===== src/rtl/perst_seq_pkg.sv =====
package perst_seq_pkg;

    typedef enum logic [2:0] {
        ST_POWER_OFF,
        ST_WAIT_POWER_STABLE,
        ST_WAIT_CLOCK_STABLE,
        ST_RUN,
        ST_WARM_HOLD
    } seq_state_e;

    // Round-up conversion of a duration in ns to cycles of a clock in kHz.
    function automatic longint ns_to_cycles(input longint dur_ns, input longint freq_khz);
        return (dur_ns * freq_khz + 64'd999_999) / 64'd1_000_000;
    endfunction

endpackage


===== src/rtl/perst_sync2.sv =====
module perst_sync2 #(
    parameter int WIDTH = 1
) (
    input  logic             clk,
    input  logic             rst_n,
    input  logic [WIDTH-1:0] d,
    output logic [WIDTH-1:0] q
);

    for (genvar b = 0; b < WIDTH; b++) begin : g_bit
        logic meta_q, sync_q;
        always_ff @(posedge clk or negedge rst_n) begin
            if (!rst_n) begin
                meta_q <= 1'b0;
                sync_q <= 1'b0;
            end else begin
                meta_q <= d[b];
                sync_q <= meta_q;
            end
        end
        assign q[b] = sync_q;
    end

endmodule


===== src/rtl/perst_window_cnt.sv =====
// Counts consecutive enabled cycles, saturating at LIMIT; clears when disabled.
module perst_window_cnt #(
    parameter int LIMIT = 1
) (
    input  logic clk,
    input  logic rst_n,
    input  logic en,
    output logic done
);

    localparam int W = $clog2(LIMIT + 1);
    localparam logic [W-1:0] LIM_V = W'(LIMIT);

    logic [W-1:0] cnt_q;

    always_ff @(posedge clk or negedge rst_n) begin
        if (!rst_n) begin
            cnt_q <= '0;
        end else if (!en) begin
            cnt_q <= '0;
        end else if (cnt_q != LIM_V) begin
            cnt_q <= cnt_q + 1'b1;
        end
    end

    assign done = (cnt_q == LIM_V);

endmodule


===== src/rtl/perst_hold_cnt.sv =====
// Remaining-hold down counter with load-minimum, load-length and extend-to-max.
module perst_hold_cnt #(
    parameter int W       = 16,
    parameter int MIN_CYC = 1
) (
    input  logic         clk,
    input  logic         rst_n,
    input  logic         load_min,
    input  logic         load_len,
    input  logic         extend,
    input  logic [W-1:0] req_len,
    output logic         zero
);

    localparam logic [W-1:0] MIN_V = W'(MIN_CYC);

    logic [W-1:0] cnt_q;
    logic [W-1:0] dec;

    always_comb begin
        dec = (cnt_q == '0) ? '0 : cnt_q - 1'b1;
    end

    always_ff @(posedge clk or negedge rst_n) begin
        if (!rst_n) begin
            cnt_q <= MIN_V;
        end else if (load_min) begin
            cnt_q <= MIN_V;
        end else if (load_len) begin
            cnt_q <= req_len;
        end else if (extend && (req_len > dec)) begin
            cnt_q <= req_len;
        end else begin
            cnt_q <= dec;
        end
    end

    assign zero = (cnt_q == '0);

endmodule


===== src/rtl/perst_sequencer.sv =====
module perst_sequencer
    import perst_seq_pkg::*;
#(
    parameter int CLK_KHZ         = 125_000,
    parameter int PWR_STABLE_NS   = 100_000_000,
    parameter int CLK_STABLE_NS   = 100_000,
    parameter int MIN_ASSERT_NS   = 100_000,
    parameter int HOLD_W          = 24
) (
    input  logic              clk,
    input  logic              rst_n,
    input  logic              power_good_i,
    input  logic              refclk_stable_i,
    input  logic              warm_req_i,
    input  logic [HOLD_W-1:0] warm_hold_cyc_i,
    output logic              perst_n_o,
    output logic              reset_active_o,
    output logic              link_start_ok_o
);

    localparam int PWR_CYC = int'(ns_to_cycles(longint'(PWR_STABLE_NS), longint'(CLK_KHZ)));
    localparam int CK_CYC  = int'(ns_to_cycles(longint'(CLK_STABLE_NS), longint'(CLK_KHZ)));
    localparam int MIN_CYC = int'(ns_to_cycles(longint'(MIN_ASSERT_NS), longint'(CLK_KHZ)));
    localparam logic [HOLD_W-1:0] MIN_V = HOLD_W'(MIN_CYC);

    seq_state_e state_q, state_d;

    logic [1:0]        sync_q;
    logic              pg_s, ck_s;
    logic              pwr_done, ck_done, hold_zero;
    logic              hold_min, hold_len, hold_ext;
    logic [HOLD_W-1:0] req_len;
    logic              released;

    perst_sync2 #(.WIDTH(2)) sync_i (
        .clk   (clk),
        .rst_n (rst_n),
        .d     ({refclk_stable_i, power_good_i}),
        .q     (sync_q)
    );
    assign pg_s = sync_q[0];
    assign ck_s = sync_q[1];

    perst_window_cnt #(.LIMIT(PWR_CYC)) pwr_win_i (
        .clk   (clk),
        .rst_n (rst_n),
        .en    (state_q == ST_WAIT_POWER_STABLE),
        .done  (pwr_done)
    );

    perst_window_cnt #(.LIMIT(CK_CYC)) ck_win_i (
        .clk   (clk),
        .rst_n (rst_n),
        .en    (ck_s),
        .done  (ck_done)
    );

    assign req_len = (warm_hold_cyc_i > MIN_V) ? warm_hold_cyc_i : MIN_V;

    perst_hold_cnt #(.W(HOLD_W), .MIN_CYC(MIN_CYC)) hold_i (
        .clk      (clk),
        .rst_n    (rst_n),
        .load_min (hold_min),
        .load_len (hold_len),
        .extend   (hold_ext),
        .req_len  (req_len),
        .zero     (hold_zero)
    );

    // State register
    always_ff @(posedge clk or negedge rst_n) begin
        if (!rst_n) begin
            state_q <= ST_POWER_OFF;
        end else begin
            state_q <= state_d;
        end
    end

    // Next state and counter controls
    always_comb begin
        state_d  = state_q;
        hold_min = 1'b0;
        hold_len = 1'b0;
        hold_ext = 1'b0;
        if (!pg_s) begin
            state_d  = ST_POWER_OFF;
            hold_min = 1'b1;
        end else begin
            unique case (state_q)
                ST_POWER_OFF: begin
                    hold_min = 1'b1;
                    state_d  = ST_WAIT_POWER_STABLE;
                end
                ST_WAIT_POWER_STABLE: begin
                    hold_ext = warm_req_i;
                    if (pwr_done) begin
                        state_d = ST_WAIT_CLOCK_STABLE;
                    end
                end
                ST_WAIT_CLOCK_STABLE: begin
                    hold_ext = warm_req_i;
                    if (ck_done && hold_zero && !warm_req_i) begin
                        state_d = ST_RUN;
                    end
                end
                ST_RUN: begin
                    if (warm_req_i) begin
                        hold_len = 1'b1;
                        state_d  = ST_WARM_HOLD;
                    end
                end
                ST_WARM_HOLD: begin
                    hold_ext = warm_req_i;
                    if (hold_zero && !warm_req_i) begin
                        state_d = ST_WAIT_CLOCK_STABLE;
                    end
                end
                default: begin
                    state_d = ST_POWER_OFF;
                end
            endcase
        end
    end

    // Outputs: raw power-good gates release directly (fast assertion path)
    always_comb begin
        released        = (state_q == ST_RUN) && power_good_i;
        perst_n_o       = released;
        reset_active_o  = !released;
        link_start_ok_o = released && ck_s;
    end

endmodule


===== config.mk =====
export PLATFORM = sky130hd
export DESIGN_NAME = perst_sequencer
export DESIGN_NICKNAME = d
export VERILOG_FILES = /design/src/rtl/perst_seq_pkg.sv /design/src/rtl/perst_sync2.sv /design/src/rtl/perst_window_cnt.sv /design/src/rtl/perst_hold_cnt.sv /design/src/rtl/perst_sequencer.sv
export SDC_FILE = /design/constraint.sdc
export NUM_CORES = 1
export LEC_CHECK = 0
export BUFFER_PORTS_ARGS = -buffer_cell sky130_fd_sc_hd__buf_2
export CORE_MARGIN = 3
export CORE_UTILIZATION = 40
export DETAILED_ROUTE_END_ITERATION = 8
export PLACE_DENSITY = 0.63
export SLEW_MARGIN = 20
export SYNTH_ARGS = -nofsm -noshare
export SYNTH_HDL_FRONTEND = slang
export SYNTH_SLANG_ARGS = --single-unit
export TNS_END_PERCENT = 1

===== constraint.sdc =====
create_clock -name clk -period 5.4 [get_ports clk]
set_input_delay 0.54 -clock clk [delete_from_list [all_inputs] [get_ports clk]]
set_output_delay 0.54 -clock clk [all_outputs]
set_load 0.1 [all_outputs]

==> flow_metrics.env <==
export IMPL_cp_buffers_inverters=1
export IMPL_dieHeight_um=115
export IMPL_dp_hpwl_um=7930
export IMPL_finish_utilization=0.466
export IMPL_cts_resized=0
export IMPL_die_area_sq_um=13300
export IMPL_clock_path_buffers=2
export IMPL_syn_to_final_growth_pct=12.3
export IMPL_grt_use_total=0.178
export IMPL_io_buffers=31
export IMPL_critPathMaxStageDelay_ns=0.63
export IMPL_clock_power_share=0.371
export IMPL_cts_tree="built"
export IMPL_cp_top_family="simple AND/OR/NAND/NOR gates"
export IMPL_hold_class="primary input to flop"
export IMPL_die_x_um=115
export IMPL_grt_pass1_wl_um=18900
export IMPL_slowest_stage="or4_4"
export IMPL_synth_edf_count=0
export IMPL_syn_inst=545
export IMPL_fin_crit_sh=0.897
export IMPL_powerDensity_nw_per_um2=345
export IMPL_netSwitchingFraction=0.343
export IMPL_syn_num_nets=604
export IMPL_fin_skew_ns=0.00428
export IMPL_io_pins=32
export IMPL_max_freq_ghz=0.206
export IMPL_power_switching_uw=636
export IMPL_async_reset_ff_frac=1.00
export IMPL_rsz0062_at_grt="no"
export IMPL_grt_overflow_total=0
export IMPL_antenna_found_initial=0
export IMPL_htreeDepth=3
export IMPL_core_sq_um=11600
export IMPL_postCtsHoldBufs=0
export IMPL_p_leak_uw=0.00228
export IMPL_drc=0
export IMPL_ir_drop_mv=0.162
export IMPL_critPathCaptureType="flop"
export IMPL_ant_nets=0
export IMPL_internal_power_uw=1220
export IMPL_synth_area_leaders="dfrtp_1 (33%), ha_1 (7.8%), xor2_1 (5.3%)"
export IMPL_wl_um=11100
export IMPL_outcome="finished clean"
export IMPL_setup_viol=0
export IMPL_worstPathRequired_ns=5.62
export IMPL_dr_pass1_iters=6
export IMPL_start_kind="flop"
export IMPL_period_minus_slack_ns=4.84
export IMPL_pwr_share_comb=0.298
export IMPL_arrival_ns=5.07
export IMPL_yosysUniqueCellTypes=54
export IMPL_nets=618
export IMPL_grt_pass1_vias=3894
export IMPL_drv_slew=0
export IMPL_cts_buffers=9
export IMPL_tns_ns=0
export IMPL_cts_root_buf="clkbuf_16"
export IMPL_grt_max_degree=70
export IMPL_relSlewSlack=0.342
export IMPL_yosysTopAreaCell="dfrtp_1"
export IMPL_ys_ff_latch=69
export IMPL_drt_iter0_drc=260
export IMPL_tightest_slew_ns=0.977
export IMPL_ys_seq_area_frac=0.362
export IMPL_p_seq_frac=0.331
export IMPL_clkLatencyLatePin_ns=0.34
export IMPL_clkTransAtPathRegs_ns=0.06
export IMPL_crit_top_cell="or4_4"
export IMPL_synth_main_ff_cell="dfrtp_1"
export IMPL_gp_congestion=0.859
export IMPL_diodes=0
export IMPL_initial_utilization=0.415
export IMPL_post_cts_buffers=0
export IMPL_route_vias_total=3921
export IMPL_via_per_inst=5.55
export IMPL_synth_area_per_cell_sq_um=8.80
export IMPL_drv_cap=0
export IMPL_crit_chain="or4_4 > or4_4 > or2_4 > nor4b_4 > nor2_1 > ha_1 > nand4_1 > nor4_1 > o311ai_0 > nand3_1 > nor3b_4 > buf_4 > mux2_2"
export IMPL_num_rows=39
export IMPL_synth_top_area_share=0.329
export IMPL_synth_area_sq_um=4800
export IMPL_drt_wirelength_per_cell_um=15.7
export IMPL_crit_fanout=16
export IMPL_hold_viol=0
export IMPL_yosysWarnings=0
export IMPL_critPathKind="flop to flop"
export IMPL_cts_sinks=69
export IMPL_drive_gt1_frac=0.142
-- worst reg2reg max path: cells and delay by family, from the launching register on --
| kind | cells | cell delay (ns) |
|---|---|---|
| buffers and inverters | 1 | 0.40 |
| muxes | 1 | 0.39 |
| DFF | 1 | 0.38 |
| AOI/OAI and AO/OA | 1 | 0.25 |
| adders and majority gates | 1 | 0.27 |
| and+or+nand+nor | 9 | 3.03 |
-- per-stage QoR --
stage	total power, uW	hold slack (ns)	instances	area (sq um)	worst slack [ns]
6_report	1860	0.305	707	5380	0.556
5_1_grt	1970	0.289	707	5380	0.255
4_1_cts	1870	0.291	707	5380	0.518
3_5_place_dp	1170	0.336	691	5040	0.549
3_3_place_gp	1150	0.332	691	5040	0.737
2_1_floorplan	1020	0.244	545	4800	1.24
-- layout by cell type (no fill, tap or decap), types with 6 or more instances in the layout --
cell        n
mux2i_1    22
o21ai_0    10
mux2_2      7
dfrtp_1    63
nand3_1    26
xnor2_1    14
nor3_1     14
a21boi_0    6
nor3b_1     6
nand2b_1   12
a21oi_1    16
nand2_1    51
or4_1       7
clkbuf_16   9
xor2_1     29
buf_2      31
or3_1      10
nor4_1     11
nor2_1     63
inv_1       9
and3_1      9
ha_1       30
and2_1     25
nand4_1    15
dfstp_2     6
-- per-layer routing --
| layer | vias to the layer above | share of wire | track usage |
|---|---|---|---|
| met5 | - | 0 | 0 |
| met4 | 0 | 0.016 | 0.0595 |
| met3 | 13 | 0.044 | 0.0345 |
| met2 | 86 | 0.50 | 0.301 |
| met1 | 1885 | 0.44 | 0.230 |
| li1 | 1937 | - | - |
-- worst paths after layout --
kind,slack [ns],from,endpoint,cells after the start
max,0.56,hold_i.cnt_q[6]$_DFF_PN1_,hold_i.cnt_q[11]$_DFF_PN0_,13
min,0.30,refclk_stable_i,sync_i.g_bit[1].meta_q$_DFF_PN0_,1
max reg2reg,0.56,hold_i.cnt_q[6]$_DFF_PN1_,hold_i.cnt_q[11]$_DFF_PN0_,13
min reg2reg,0.35,sync_i.g_bit[0].meta_q$_DFF_PN0_,sync_i.g_bit[0].sync_q$_DFF_PN0_,0
max in group asynchronous,4.41,rst_n,hold_i.cnt_q[16]$_DFF_PN0_,2
min in group asynchronous,0.38,rst_n,ck_win_i.cnt_q[6]$_DFFE_PN0P_,2
-- registers in the layout (all words and copies together) (netlist names) --
name	count
ck_win_i.cnt_q	14
hold_i.cnt_q	24
pwr_win_i.cnt_q	24
state_q	3
sync_i.g_bit.meta_q	2
sync_i.g_bit.sync_q	2
-- power groups by stage --
| stage | registers, uW | logic, uW | clock network (uW) |
|---|---|---|---|
| after floorplan | 595 | 427 | 0 |
| after global placement | 619 | 533 | 0 |
| after detailed placement | 622 | 549 | 0 |
| after CTS | 613 | 555 | 703 |
| after global routing | 622 | 624 | 728 |
| final | 614 | 552 | 689 |
-- synthesized netlist by cell type (14+ instances only) --
| master | n |
|---|---|
| clkbuf_1 | 29 |
| ha_1 | 30 |
| nand2_1 | 51 |
| and2_1 | 25 |
| dfrtp_1 | 63 |
| nand4_1 | 15 |
| mux2i_1 | 22 |
| nand3_1 | 26 |
| nor3_1 | 14 |
| xnor2_1 | 14 |
| nor2_1 | 63 |
| a21oi_1 | 16 |
| xor2_1 | 29 |
-- cells by family (layout without fill, tap and decap cells) --
kind of cell / Yosys count / in the layout / synth area share
and+or+nand+nor: 277 / 277 / 0.311
DFF: 69 / 69 / 0.362
AOI/OAI and AO/OA: 55 / 55 / 0.0733
xor gates and xnor gates: 43 / 43 / 0.0785
buffers and inverters: 42 / 61 / 0.0352
adders and majority gates: 30 / 30 / 0.0783
muxes: 29 / 29 / 0.0624
-- layout make-up --
cell class / count / area, sq um
multi-input cells: 434 / 2900
clock inverters: 5 / 108
flip-flops and latches: 69 / 1730
fillers: 1107 / 6180
clock buffers: 11 / 233
repair buffers: 36 / 193
inverters: 9 / 33.8
well taps: 143 / 179
Power figures use the tool's default switching activity.
